--- src/rtl/rt_pkg.sv ---
package rt_pkg;
    parameter int RT_FILES  = 4;
    parameter int RT_REGS   = 16;
    parameter int RT_PORTS  = 4;
    parameter int RT_CNT_W  = 8;
    parameter int RT_COST_W = 3;

    localparam int RT_FID_W = $clog2(RT_FILES);
    localparam int RT_RID_W = $clog2(RT_REGS);
    localparam int RT_REQ_W = RT_COST_W + $clog2(RT_PORTS) + 1;
    localparam int RT_CMP_W = RT_CNT_W + RT_REQ_W;

    typedef logic [RT_FID_W-1:0]  fid_t;
    typedef logic [RT_RID_W-1:0]  rid_t;
    typedef logic [RT_COST_W-1:0] cost_t;
    typedef logic [RT_CNT_W-1:0]  cnt_t;
    typedef logic [RT_REQ_W-1:0]  req_t;

    typedef struct packed {
        fid_t  owner;
        cost_t cost;
    } map_entry_t;

    // Amount a write to a register with this entry charges to file f.
    function automatic cost_t charge_for(map_entry_t e, fid_t f);
        if (f == '0 || e.owner == f) return e.cost;
        return '0;
    endfunction
endpackage

--- src/rtl/rt_cfg.sv ---
module rt_cfg
    import rt_pkg::*;
(
    input  logic       clk,
    input  logic       rst,
    input  logic       map_we,
    input  rid_t       map_reg,
    input  fid_t       map_file,
    input  cost_t      map_cost,
    input  logic       cap_we,
    input  fid_t       cap_file,
    input  cnt_t       cap_val,
    output map_entry_t map_tab [RT_REGS],
    output cnt_t       cap_tab [RT_FILES]
);
    always_ff @(posedge clk) begin
        if (rst) begin
            for (int r = 0; r < RT_REGS; r++) begin
                map_tab[r].owner <= '0;
                map_tab[r].cost  <= cost_t'(1);
            end
        end else if (map_we) begin
            map_tab[map_reg].owner <= map_file;
            map_tab[map_reg].cost  <= map_cost;
        end
    end

    always_ff @(posedge clk) begin
        if (rst) begin
            for (int f = 0; f < RT_FILES; f++) cap_tab[f] <= '0;
        end else if (cap_we) begin
            cap_tab[cap_file] <= cap_val;
        end
    end
endmodule

--- src/rtl/rt_avail.sv ---
module rt_avail
    import rt_pkg::*;
(
    input  logic                    clk,
    input  logic                    rst,
    input  map_entry_t              map_tab [RT_REGS],
    input  cnt_t                    cap_tab [RT_FILES],
    input  cnt_t                    used    [RT_FILES],
    input  logic [RT_PORTS-1:0]     qry_valid,
    input  logic [RT_PORTS*RT_RID_W-1:0] qry_regs,
    output logic [RT_FILES-1:0]     short_mask
);
    for (genvar f = 0; f < RT_FILES; f++) begin : g_file
        req_t                req_sum;
        logic [RT_CMP_W-1:0] need;

        always_comb begin
            req_sum = '0;
            for (int k = 0; k < RT_PORTS; k++) begin
                if (qry_valid[k]) begin
                    req_sum = req_sum + req_t'(charge_for(
                        map_tab[qry_regs[k*RT_RID_W +: RT_RID_W]], fid_t'(f)));
                end
            end
            need = RT_CMP_W'(used[f]) + RT_CMP_W'(req_sum);
            short_mask[f] = (cap_tab[f] != '0) && (need > RT_CMP_W'(cap_tab[f]));
        end

        assert_unbounded_never_short_R7: assert property (
            @(posedge clk) disable iff (rst)
            (cap_tab[f] == '0) |-> !short_mask[f]);

        assert_empty_query_clear_R8: assert property (
            @(posedge clk) disable iff (rst)
            (qry_valid == '0 && used[f] <= cap_tab[f]) |-> !short_mask[f]);
    end
endmodule

--- src/rtl/rt_counter.sv ---
module rt_counter
    import rt_pkg::*;
(
    input  logic  clk,
    input  logic  rst,
    input  cost_t inc_amt,
    input  cost_t dec_amt,
    output cnt_t  cnt,
    output logic  uflow
);
    logic [RT_CNT_W:0] grown;

    always_comb begin
        grown = {1'b0, cnt} + (RT_CNT_W+1)'(inc_amt);
        uflow = grown < (RT_CNT_W+1)'(dec_amt);
    end

    always_ff @(posedge clk) begin
        if (rst)        cnt <= '0;
        else if (uflow) cnt <= '0;
        else            cnt <= cnt_t'(grown - (RT_CNT_W+1)'(dec_amt));
    end

    assert_hold_no_delta_R4: assert property (
        @(posedge clk) disable iff (rst)
        (inc_amt == '0 && dec_amt == '0) |=> $stable(cnt));

    assert_clamp_at_zero_R5: assert property (
        @(posedge clk) disable iff (rst)
        (inc_amt == '0 && dec_amt > cost_t'(0) && cnt < cnt_t'(dec_amt)) |=> (cnt == '0));
endmodule

--- src/rtl/rename_tracker.sv ---
module rename_tracker
    import rt_pkg::*;
(
    input  logic                          clk,
    input  logic                          rst,
    input  logic                          cfg_map_we,
    input  logic [RT_RID_W-1:0]           cfg_map_reg,
    input  logic [RT_FID_W-1:0]           cfg_map_file,
    input  logic [RT_COST_W-1:0]          cfg_map_cost,
    input  logic                          cfg_cap_we,
    input  logic [RT_FID_W-1:0]           cfg_cap_file,
    input  logic [RT_CNT_W-1:0]           cfg_cap_val,
    input  logic [RT_PORTS-1:0]           qry_valid,
    input  logic [RT_PORTS*RT_RID_W-1:0]  qry_regs,
    output logic [RT_FILES-1:0]           qry_short,
    input  logic                          alloc_req,
    input  logic                          alloc_en,
    input  logic [RT_RID_W-1:0]           alloc_reg,
    input  logic                          free_req,
    input  logic                          free_en,
    input  logic [RT_RID_W-1:0]           free_reg,
    output logic [RT_FILES*RT_CNT_W-1:0]  used_cnt,
    output logic                          free_err
);
    map_entry_t          map_tab [RT_REGS];
    cnt_t                cap_tab [RT_FILES];
    cnt_t                used    [RT_FILES];
    logic [RT_FILES-1:0] uflow;
    logic                do_alloc, do_free;

    assign do_alloc = alloc_req && alloc_en;
    assign do_free  = free_req && free_en;

    rt_cfg u_cfg (
        .clk(clk), .rst(rst),
        .map_we(cfg_map_we), .map_reg(cfg_map_reg),
        .map_file(cfg_map_file), .map_cost(cfg_map_cost),
        .cap_we(cfg_cap_we), .cap_file(cfg_cap_file), .cap_val(cfg_cap_val),
        .map_tab(map_tab), .cap_tab(cap_tab)
    );

    rt_avail u_avail (
        .clk(clk), .rst(rst),
        .map_tab(map_tab), .cap_tab(cap_tab), .used(used),
        .qry_valid(qry_valid), .qry_regs(qry_regs),
        .short_mask(qry_short)
    );

    for (genvar f = 0; f < RT_FILES; f++) begin : g_cnt
        cost_t inc_amt, dec_amt;
        assign inc_amt = do_alloc ? charge_for(map_tab[alloc_reg], fid_t'(f)) : '0;
        assign dec_amt = do_free  ? charge_for(map_tab[free_reg],  fid_t'(f)) : '0;

        rt_counter u_counter (
            .clk(clk), .rst(rst),
            .inc_amt(inc_amt), .dec_amt(dec_amt),
            .cnt(used[f]), .uflow(uflow[f])
        );
        assign used_cnt[f*RT_CNT_W +: RT_CNT_W] = used[f];
    end

    always_ff @(posedge clk) begin
        if (rst)           free_err <= 1'b0;
        else if (|uflow)   free_err <= 1'b1;
    end

    assert_err_sticky_R5: assert property (
        @(posedge clk) disable iff (rst)
        free_err |=> free_err);

    assert_gated_ops_hold_R3: assert property (
        @(posedge clk) disable iff (rst)
        (!alloc_en && !(free_req && free_en)) |=> $stable(used_cnt));

    assert_file0_grows_R2: assert property (
        @(posedge clk) disable iff (rst)
        (alloc_req && alloc_en && !free_req && !$isunknown(alloc_reg))
        |=> (used_cnt[RT_CNT_W-1:0] >= $past(used_cnt[RT_CNT_W-1:0])));
endmodule

--- config.mk ---
export PLATFORM = sky130hd
export DESIGN_NAME = rename_tracker
export DESIGN_NICKNAME = d
export VERILOG_FILES = /design/src/rtl/rt_pkg.sv /design/src/rtl/rt_cfg.sv /design/src/rtl/rt_avail.sv /design/src/rtl/rt_counter.sv /design/src/rtl/rename_tracker.sv
export SDC_FILE = /design/constraint.sdc
export NUM_CORES = 1
export LEC_CHECK = 0
export BUFFER_PORTS_ARGS = -buffer_cell sky130_fd_sc_hd__clkbuf_2
export CORE_MARGIN = 5
export CORE_UTILIZATION = 40
export DETAILED_ROUTE_END_ITERATION = 16
export GPL_TIMING_DRIVEN = 0
export PLACE_DENSITY = 0.65
export SYNTH_ARGS = -nofsm -noshare
export SYNTH_HDL_FRONTEND = slang
export SYNTH_SLANG_ARGS = --single-unit
--- constraint.sdc ---
create_clock -name clk -period 6.22 [get_ports clk]
set_input_delay 0.311 -clock clk [delete_from_list [all_inputs] [get_ports clk]]
set_output_delay 0.311 -clock clk [all_outputs]
set_load 0.01 [all_outputs]
==> results of run 1 <==
[through the flow]
stage	TNS, ns	setup WS [ns]	total power, mW	instances
detailed placement	-3.94	-1.07	1.73	1935
finish	-2.55	-0.746	2.85	2009
floorplan	-0.0266	-0.0266	1.51	1397
global placement	-3.39	-0.882	1.71	1935
global route	-3.62	-0.984	2.99	2009
CTS	-2.68	-0.700	2.84	1994
[final timing paths]
kind                           from                        end  cells past startpoint
setup reg to reg  u_cfg.map_tab[44]  g_cnt[1].u_counter.cnt[7]                     15
hold / removal       cfg_cap_val[1]          u_cfg.cap_tab[25]                      3
hold reg to reg   u_cfg.map_tab[78]          u_cfg.map_tab[78]                      2
setup / recovery  u_cfg.map_tab[49]               qry_short[1]                     29
[state kept, by name (all words and copies together), names as in the netlist]
register,cells
u_cfg.map_tab,80
g_cnt.u_counter.cnt,32
u_cfg.cap_tab,32
free_err,1
[per-layer routing]
metal | part of all wire (%) | vias to the layer above | global-route usage (%)
li1 | - | 5386 | -
met1 | 40 | 5752 | 28.5
met2 | 47 | 588 | 36.2
met3 | 9.6 | 99 | 6.17
met4 | 4.0 | 0 | 9.21
met5 | 0 | - | 0
[area by class of cell]
type / count / area [sq um] / share of cell area (%)
multi-input combinational: 1085 / 10600 / 65.4
sequential: 145 / 2980 / 18.4
timing repair buffer: 124 / 736 / 4.53
tap: 455 / 569 / 3.51
clock buffer: 19 / 433 / 2.67
inverter: 101 / 379 / 2.34
buffer: 66 / 322 / 1.98
clock inverter: 13 / 188 / 1.16
antenna: 1 / 2.50 / 0.0154
[critical path: cells and delay by family, from the launching register on]
kind	cells	cell delay, ns
compound gates	8	1.25
xor+xnor	2	0.22
fa+ha+maj	6	1.93
buf+inv	4	0.45
flops	1	0.37
mux	2	1.03
simple gates	7	0.93
[power breakdown]
part	switching, mW	leakage, nW	internal [mW]
clock network	0.438	0.281	0.671
registers	0.0519	1.19	0.962
logic	0.405	5.41	0.326
total	0.895	6.87	1.96
[cell usage in the layout, fill, tap and decap left out, types with 6 or more instances in the layout]
cell and n:
a211o_1 11, a21o_1 23, a21oi_1 51, a21oi_2 9
and2_1 18, and3_1 13, buf_1 9, buf_2 8
buf_4 44, clkbuf_1 44, clkbuf_16 17, clkbuf_2 81
clkinvlp_4 6, dfxtp_1 99, dfxtp_2 37, dfxtp_4 9
fa_1 21, ha_1 109, ha_4 6, inv_1 95
mux2_2 14, mux2i_1 92, mux4_2 145, nand2_1 48
nand2b_1 16, nand3_1 24, nand3b_1 13, nand4_1 11
nor2_1 184, nor2b_1 37, nor3_1 9, nor4_1 12
o21ai_0 22, o21ai_1 15, o31ai_1 6, xnor2_1 59
xor2_1 33
[repair_timing]
action                                  in CTS  in global routing
endpoints found under the hold margin        0                  0
pin swaps                                   35                 38
setup buffers                               27                 14
gates resized for setup                     78                 53
hold buffers                                 0                  0
endpoints found under the setup margin       4                  4
[cell families (layout without fill, tap and decap cells)]
family | count (synthesis) | in the layout
other cells | 0 | 1
flops | 145 | 145
mux | 259 | 259
xor+xnor | 92 | 92
fa+ha+maj | 140 | 140
simple gates | 421 | 421
compound gates | 173 | 173
buf+inv | 167 | 323
==> metrics.txt, run 1 <==
status=finished, violations left; violated checks=negative setup slack; synthesized instance count=between 1k and 1.5k; WL final=~44000 microns; # DRC=0; largest cells by area after synthesis=mux4_2, dfxtp_1, ha_1; Synth warnings=0; crit path setup slack, layout=-0.746 ns; CTS buffer count=17; Crit path largest cell delay=between 0.5 and 0.6 ns; TritonCTS clock tree=yes; count leader, synth=nor2_1; Tcrit/Tclk final=112%; Initial Utilization=just over 40%; syn_nets=between 1.5k and 2k; Synth Area in Adders=between 10% and 20%; I/O pins=just over 90; area share of the largest cell type after synthesis=a little under a quarter; Synth area leader=mux4_2; Hold Path Class=in2reg; pin slew with the least headroom to its limit=1.20 ns; crit end category=primary output; largest net degree at the start of global routing=17; Longest Clk Path Bufs=2; Total Die Area=between 0.03 and 0.04 sq mm; worst setup path class=reg2out; post-synthesis xor/xnor area fraction=5.80%; worst vdd ir=about 0.19 mV; post-synthesis compound-gate area fraction=7.66%; clock latency on the worst-skew pair=roughly 0.45 ns; fin util=47.1%; Cell Rows=68; post-synthesis sequential area ratio=between 20% and 30%; Slew headroom=between 20% and 30%; CP most frequent cell=ha_1; vias per inst=between 5 and 6; post-route ant nets=0; Final Skew=0.0120 ns; Cell Area, Placed=approximately 0.015 sq mm; post-synthesis mux area share=32.4%; Final Cell Area=between 0.015 and 0.02 sq mm; final-report hold violation count=0; Final Max Slew Viols=0; Fmax=about 140 MHz; RSZ-0062 raised after global routing=true; gp weighted congestion=between 0.9 and 1; # nets final=about 1.7k; Post-synth top cells=nor2_1, dfxtp_1, mux4_2, ha_1, inv_1; filler instances=about 3.2k; Synth Register Bits=145; Critical Path Start Type=register; CTS H-Tree Depth=4; # clock sinks=145; gr usage total=between 20% and 30%; Area Growth Syn to Fin=16.7%; Max-Cap Viols=0; Lkg Pwr=6.87 nW; final global-route overflow total=0; die width=roughly 200 microns; maximum fanout along the worst path=7; DR vias=11.8k; share of cells above drive strength 1=27.9%; # port buffers=83; Post-synth ARST share=0%; Critical Path RT=5.91 ns; Yosys cell types=56; reg2reg setup slack=approximately 1.6 ns; Detailed Route Iter0 Violations=888; WHS=~0.18 ns; most common flop cell mapped by yosys=dfxtp_1; dpl hpwl=about 34000 microns; core area=0.0345 sq mm; first-pass GRT wire length=between 60000 and 70000 microns; initial antenna violation count=1; synthesized area per cell=between 9 and 10 sq um; Synth Cell Area=between 0.01 and 0.015 sq mm; Clock transition at path regs=~0.070 ns; router iterations before antenna repair=7; post-synthesis simple-gate area fraction=between 10% and 20%; P per Cell Area=176 mW/mm^2; Final setup viols=4; vias in the first global route=11.6k; largest family of logic cells by synthesized area=multiplexers; Tmin final=6.97 ns; Post-synth EDFFs=0; CTS root buf=clkbuf_16; slowest stage cell, crit path=mux4_2; worst endpoint data arrival time=roughly 6.7 ns; drt wl/cell=~22 microns; DIE HEIGHT=between 150 and 200 microns
Power figures use the tool's default switching activity.
==> run 2, diff against run 1 <==
--- a/config.mk
+++ b/config.mk
@@ -7,10 +7,10 @@
 export LEC_CHECK = 0
 export BUFFER_PORTS_ARGS = -buffer_cell sky130_fd_sc_hd__clkbuf_2
 export CORE_MARGIN = 5
-export CORE_UTILIZATION = 40
+export CORE_UTILIZATION = 35
 export DETAILED_ROUTE_END_ITERATION = 16
 export GPL_TIMING_DRIVEN = 0
-export PLACE_DENSITY = 0.65
+export PLACE_DENSITY = 0.59
 export SYNTH_ARGS = -nofsm -noshare
 export SYNTH_HDL_FRONTEND = slang
 export SYNTH_SLANG_ARGS = --single-unit
==> run 2 against run 1 <==
The flow still finishes with violations (negative setup slack). Die area up 14%. Critical path depth grew 1. Combinational power increased by 1%. Via count shrank 0.39%. Sequential power about the same. Routed wire length up 3.7%. Cell count up 3.9%. First-iteration DRC count increased by 17%. Largest cell class unchanged. Highest routed layer unchanged.
==> metrics.txt, run 2 (same netlist as run 1, synthesis figures left out) <==
gr usage total=20.6% (was 22.4%); crit end category=primary output (unchanged); Final setup viols=4 (unchanged); reg2reg setup slack=1.65 ns (was 1.60 ns); crit path setup slack, layout=-0.674 ns (was -0.746 ns); RSZ-0062 raised after global routing=true (unchanged); Reg power frac=36.1% (was 35.5%); Pwr Total=2.80 mW (was 2.85 mW); GRT met3 Usage=5.55% (was 6.17%); Initial Utilization=35.1% (was 40.3%); Critical Path Start Type=register (unchanged); filler instances=3847 (was 3202); maximum fanout along the worst path=4 (was 7); vias in the first global route=11.9k (was 11.6k); Final Max Slew Viols=0 (unchanged); worst setup path class=reg2out (unchanged); # DRC=0 (unchanged); commonest non-fill, non-tap cell in the layout=nor2_1 (unchanged); Clock transition at path regs=0.06 ns (was 0.07 ns); Tcrit/Tclk final=111% (was 112%); Critical Path RT=5.91 ns (about the same); Reg with most FFs=u_cfg.map_tab (unchanged); Reg2Reg Launch Point=u_cfg.map_tab[64] (was u_cfg.map_tab[44]); internal power=1.91 mW (was 1.96 mW); Crit path largest cell delay=0.54 ns (was 0.56 ns); dpl hpwl=34400 microns (was 33600 microns); largest net degree at the start of global routing=17 (unchanged); drt wl/cell=21.8 microns (about the same); worst path bufs/invs=5 (was 4); Detailed Route Iter0 Violations=1041 (was 888); worst endpoint data arrival time=6.58 ns (was 6.65 ns); post-route ant nets=0 (unchanged); DR vias=11.8k (about the same); first-pass GRT wire length=69300 microns (was 66800 microns); R2R depth=16 (was 15); clock latency on the worst-skew pair=0.47 ns (was 0.45 ns); Total Die Area=0.0438 sq mm (was 0.0386 sq mm); worst hold stages=3 (unchanged); I/O pins=92 (unchanged); CTS Hold Bufs=0 (unchanged); Cell Rows=73 (was 68); CTS buffer count=17 (unchanged); WHS=0.179 ns (was 0.177 ns); Fmax=145 MHz (was 144 MHz); Hold Path Class=in2reg (unchanged); slowest stage cell, crit path=mux4_2 (unchanged); largest registers=u_cfg.map_tab (80), g_cnt.u_counter.cnt (32), u_cfg.cap_tab (32) (unchanged); # port buffers=83 (unchanged); Final Skew=0.0157 ns (was 0.0120 ns); routing usage on met2=33.2% (was 36.2%); combinational share of power=26.4% (was 25.6%); CTS H-Tree Depth=4 (unchanged); Area Growth Syn to Fin=18.1% (was 16.7%); worst vdd ir=0.179 mV (was 0.186 mV); Longest Clk Path Bufs=2 (unchanged); initial antenna violation count=0 (was 1); Largest register FFs=80 (unchanged); TritonCTS clock tree=yes (unchanged); core area=0.0395 sq mm (was 0.0345 sq mm); most used routing layer=met2 (unchanged); die width=209 microns (was 196 microns); Worst path top cell family by delay=adder cells (unchanged); Hold Path Sink=u_cfg.cap_tab[25] (unchanged); violated checks=negative setup slack (unchanged); Tmin final=6.89 ns (was 6.97 ns); vias per inst=5.64 (was 5.89); Max-Cap Viols=0 (unchanged); router iterations before antenna repair=5 (was 7); status=finished, violations left (unchanged); CP most frequent cell=ha_1 (unchanged); commonest cells after routing, fill and taps aside=nor2_1, mux4_2, ha_1 (unchanged); Psw=0.898 mW (was 0.895 mW); Switching Fraction=32.0% (was 31.4%); P per Cell Area=171 mW/mm^2 (was 176 mW/mm^2); reg-to-reg critical path endpoint=g_cnt[3].u_counter.cnt[2] (was g_cnt[1].u_counter.cnt[7]); Lkg Pwr=6.94 nW (was 6.87 nW); # nets final=1746 (was 1735); share of cells above drive strength 1=28.9% (was 27.9%); power share of the clock group=37.5% (was 38.8%); WL final=45400 microns (was 43800 microns); final global-route overflow total=0 (unchanged); DIE HEIGHT=209 microns (was 196 microns); final-report hold violation count=0 (unchanged); Slew headroom=22.8% (was 20.1%); # clock sinks=145 (unchanged); gp weighted congestion=0.984 (was 0.983); hold_sp=cfg_cap_val[1] (unchanged); pin slew with the least headroom to its limit=1.15 ns (was 1.20 ns); CTS root buf=clkbuf_16 (unchanged); met1 Usage GRT=26.6% (was 28.5%); # diodes=0 (was 1)
[run 2: worst max-delay path by stage]
stage	startpoint	end	slack, ns	cells past startpoint
after floorplan	qry_regs[4]	qry_short[3]	-0.03	25
after global placement	qry_regs[8]	qry_short[1]	-0.95	26
after detailed placement	qry_regs[8]	qry_short[3]	-1.06	25
after CTS	u_cfg.map_tab[0]	qry_short[3]	-0.68	24
after global routing	u_cfg.map_tab[4]	qry_short[2]	-0.92	25
final	u_cfg.map_tab[38]	qry_short[1]	-0.67	30
[run 2: layout make-up]
class / count / area [sq um] / area share (%)
clock inverter: 9 / 108 / 0.655
multi-input combinational: 1085 / 10700 / 64.9
tap: 525 / 657 / 4.00
inverter: 101 / 379 / 2.31
clock buffer: 22 / 474 / 2.89
timing repair buffer: 135 / 813 / 4.95
sequential: 145 / 3000 / 18.3
buffer: 66 / 329 / 2.00
[run 2: power by group through the flow]
stage	combinational, mW	clock [mW]	sequential [mW]
global route	0.819	1.11	1.02
finish	0.741	1.05	1.01
global placement	0.688	0	1.04
floorplan	0.484	0	1.03
detailed placement	0.706	0	1.04
CTS	0.729	1.06	1.01
[run 2: worst register-to-register path: stages (launching register included)]
cell	delay, ns
dfxtp_4	0.34
buf_4	0.13
buf_4	0.14
mux4_2	0.49
mux4_2	0.57
nand2_1	0.15
nor2_1	0.08
ha_1	0.23
fa_1	0.52
ha_1	0.33
a21o_1	0.16
a21oi_1	0.21
and3b_1	0.26
nand4_1	0.28
nand2b_1	0.16
clkbuf_1	0.32
nor2_1	0.09
[run 2: routing by layer]
metal	up-vias	wire [microns]	share of wire (%)
met1	5725	18300	40
met4	0	1720	3.8
met5	-	0	0
met3	107	4090	9.0
li1	5424	-	-
met2	523	21300	47
[run 2: what timing repair did]
item / 4_1_cts / 5_1_grt
buffers inserted: 41 / 11
endpoints found under the setup margin: 4 / 4
pin swaps: 45 / 61
cloned: 0 / 0
gates resized for setup: 91 / 64
[run 2: metrics by stage]
step	area, sq um	utilization (%)	setup WS [ns]	TNS [ns]	cells
5_1_grt	16400	41.5	-0.917	-3.42	2088
4_1_cts	16100	40.8	-0.681	-2.65	2077
3_3_place_gp	15000	38.0	-0.953	-3.70	2005
3_5_place_dp	15000	38.0	-1.06	-4.03	2005
6_report	16400	41.5	-0.674	-2.33	2088
2_1_floorplan	14000	-	-0.0266	-0.0266	1397
==> run 3, diff against run 2 <==
--- a/config.mk
+++ b/config.mk
@@ -5,6 +5,7 @@
 export SDC_FILE = /design/constraint.sdc
 export NUM_CORES = 1
 export LEC_CHECK = 0
+export ABC_AREA = 1
 export BUFFER_PORTS_ARGS = -buffer_cell sky130_fd_sc_hd__clkbuf_2
 export CORE_MARGIN = 5
 export CORE_UTILIZATION = 35
==> run 3 against run 2 <==
The flow still finishes with violations (negative setup slack). Largest power group is now combinational cells. Critical path type is now in2out. Synthesized area up 6.9%. Highest routed layer unchanged. Largest cell class unchanged. Clock-buffer cell count is 1 lower. Register-to-register slack gained 0.29 ns. Via count is 47% higher. First-iteration DRC count rose by 110%. Clock skew shrank 0.0057 ns. Maximum frequency grew 4.0%. Synthesized cell count is 67% higher. Clock power hardly changed. Critical path depth grew 6.
==> metrics.txt, run 3 <==
core area=0.0419 sq mm (was 0.0395 sq mm); count leader, synth=nand2_1 (was nor2_1); Fmax=151 MHz (was 145 MHz); Final Max Slew Viols=0 (unchanged); I/O pins=92 (unchanged); worst setup path class=in2out (was reg2out); RSZ-0062 raised after global routing=true (unchanged); worst path bufs/invs=10 (was 5); Max-Cap Viols=0 (unchanged); post-route ant nets=0 (unchanged); Final Cell Area=0.0182 sq mm (was 0.0164 sq mm); Post-synth top cells=nand2_1, a21oi_1, o21ai_0, inv_1, nand3_1 (was nor2_1, dfxtp_1, mux4_2, ha_1, inv_1); status=finished, violations left (unchanged); crit end category=primary output (unchanged); Post-synth ARST share=0% (unchanged); Worst path top cell family by delay=adder cells (unchanged); share of cells above drive strength 1=22.4% (was 28.9%); worst vdd ir=0.173 mV (was 0.179 mV); gr usage total=26.5% (was 20.6%); Synth Register Bits=145 (unchanged); CTS root buf=clkbuf_16 (unchanged); final std cells w/o fill=3048 (was 2088); post-synthesis mux area share=0% (was 32.4%); final global-route overflow total=0 (unchanged); CTS Hold Bufs=0 (unchanged); first-pass GRT wire length=95800 microns (was 69300 microns); Tmin final=6.63 ns (was 6.89 ns); P per Cell Area=230 mW/mm^2 (was 171 mW/mm^2); Slew headroom=40.0% (was 22.8%); synthesized area per cell=6.37 sq um (was 9.95 sq um); syn_nets=2529 (was 1592); post-synthesis compound-gate area fraction=28.1% (was 7.66%); WL final=64600 microns (was 45400 microns); post-synthesis xor/xnor area fraction=3.81% (was 5.80%); # port buffers=78 (was 83); post-synthesis simple-gate area fraction=24.3% (was 14.7%); Cell Area, Placed=0.0159 sq mm (was 0.0150 sq mm); clock latency on the worst-skew pair=0.48 ns (was 0.47 ns); CTS H-Tree Depth=4 (unchanged); TritonCTS clock tree=yes (unchanged); pin slew with the least headroom to its limit=0.900 ns (was 1.15 ns); Cell Rows=75 (was 73); final-report hold violation count=0 (unchanged); CTS buffer count=17 (unchanged); # clock sinks=145 (unchanged); Detailed Route Iter0 Violations=2178 (was 1041); Critical Path RT=5.91 ns (about the same); most common flop cell mapped by yosys=dfxtp_1 (unchanged); area share of the largest cell type after synthesis=19.5% (was 23.5%); synthesized instance count=2334 (was 1397); Tcrit/Tclk final=107% (was 111%); Crit path largest cell delay=0.46 ns (was 0.54 ns); Largest register FFs=80 (unchanged); Synth area leader=dfxtp_1 (was mux4_2); Post-synth EDFFs=0 (unchanged); post-synthesis sequential area ratio=19.5% (was 20.9%); router iterations before antenna repair=6 (was 5); Synth Area in Adders=13.0% (was 13.9%); Clock transition at path regs=0.06 ns (about the same); DR vias=17.4k (was 11.8k); # nets final=2693 (was 1746); violated checks=negative setup slack (unchanged); commonest cells after routing, fill and taps aside=nand2_1, a21oi_1, o21ai_0 (was nor2_1, mux4_2, ha_1); Yosys cell types=52 (was 56); Pwr Total=4.19 mW (was 2.80 mW); vias in the first global route=15.8k (was 11.9k); # diodes=0 (unchanged); Total Die Area=0.0467 sq mm (was 0.0438 sq mm); largest family of logic cells by synthesized area=compound AO/OA/AOI/OAI gates (was multiplexers); Synth warnings=0 (unchanged); worst endpoint data arrival time=6.32 ns (was 6.58 ns); initial antenna violation count=0 (unchanged); Lkg Pwr=8.01 nW (was 6.94 nW); largest cells by area after synthesis=dfxtp_1, a21oi_1, o21ai_0 (was mux4_2, dfxtp_1, ha_1); dpl hpwl=50900 microns (was 34400 microns); commonest non-fill, non-tap cell in the layout=nand2_1 (was nor2_1); drt wl/cell=21.2 microns (was 21.8 microns); filler instances=4355 (was 3847); die width=216 microns (was 209 microns); Initial Utilization=35.4% (was 35.1%); vias per inst=5.70 (was 5.64); Critical Path Start Type=primary input (was register); Inst Count DP=2951 (was 2005); crit path setup slack, layout=-0.408 ns (was -0.674 ns); Hold Path Class=in2reg (unchanged); DIE HEIGHT=216 microns (was 209 microns); slowest stage cell, crit path=fa_1 (was mux4_2); Reg with most FFs=u_cfg.map_tab (unchanged); WHS=0.141 ns (was 0.179 ns); Synth Cell Area=0.0149 sq mm (was 0.0139 sq mm); fin util=43.4% (was 41.5%); maximum fanout along the worst path=10 (was 4); Area Growth Syn to Fin=22.5% (was 18.1%); # DRC=0 (unchanged); Final Skew=0.00998 ns (was 0.0157 ns); Setup TNS=-1.27 ns (was -2.33 ns); Final setup viols=4 (unchanged); largest net degree at the start of global routing=17 (unchanged); Longest Clk Path Bufs=2 (unchanged); largest registers=u_cfg.map_tab (80), g_cnt.u_counter.cnt (32), u_cfg.cap_tab (32) (unchanged); Setup WS pre-CTS=-1.34 ns (was -1.06 ns); gp weighted congestion=1.00 (was 0.984)
-- run 3: path summary, 6_finish.rpt --
path	start	slack, ns	endpoint	depth (start not counted)
min reg2reg	u_cfg.cap_tab[14]	0.48	u_cfg.cap_tab[14]	2
max	qry_regs[5]	-0.41	qry_short[2]	36
min	cfg_map_cost[0]	0.14	u_cfg.map_tab[65]	3
max reg2reg	u_cfg.map_tab[14]	1.94	g_cnt[3].u_counter.cnt[2]	21
-- run 3: power by group --
part | leakage, nW | switching (mW) | internal, mW
clock | 0.281 | 0.433 | 0.615
combinational | 6.53 | 1.21 | 0.804
sequential | 1.20 | 0.119 | 1.00
total | 8.01 | 1.76 | 2.42
-- run 3: layer usage --
layer,GRT usage (%),up-vias,part of all wire [%]
met3,5.14,136,8.0
li1,-,8246,-
met5,0,-,0
met1,37.5,8175,45
met2,40.8,808,43
met4,8.46,0,3.3
-- run 3: layout make-up --
type / instances / area, sq um / share of cell area (%)
sequential: 145 / 3010 / 16.5
multi-input combinational: 1773 / 11300 / 62.1
tap: 539 / 674 / 3.70
clock inverter: 9 / 108 / 0.591
inverter: 302 / 1160 / 6.40
clock buffer: 21 / 470 / 2.58
timing repair buffer: 145 / 901 / 4.95
buffer: 114 / 574 / 3.16
-- run 3: what timing repair did --
item	CTS	global route
pin swaps	99	74
endpoints found under the hold margin	0	0
buffers inserted	50	17
gates resized for setup	252	129
setup endpoints to repair	4	4
-- run 3: cells by family after synthesis --
kind of cell / after synthesis
compound gates: 764
xor+xnor: 63
fa+ha+maj: 140
buf+inv: 416
flops: 145
simple gates: 806
-- run 3: worst min-delay path: cells and delay by family --
family                 cells  cell delay, ns
buffers and inverters      1            0.13
AO/OA/AOI/OAI              2            0.13
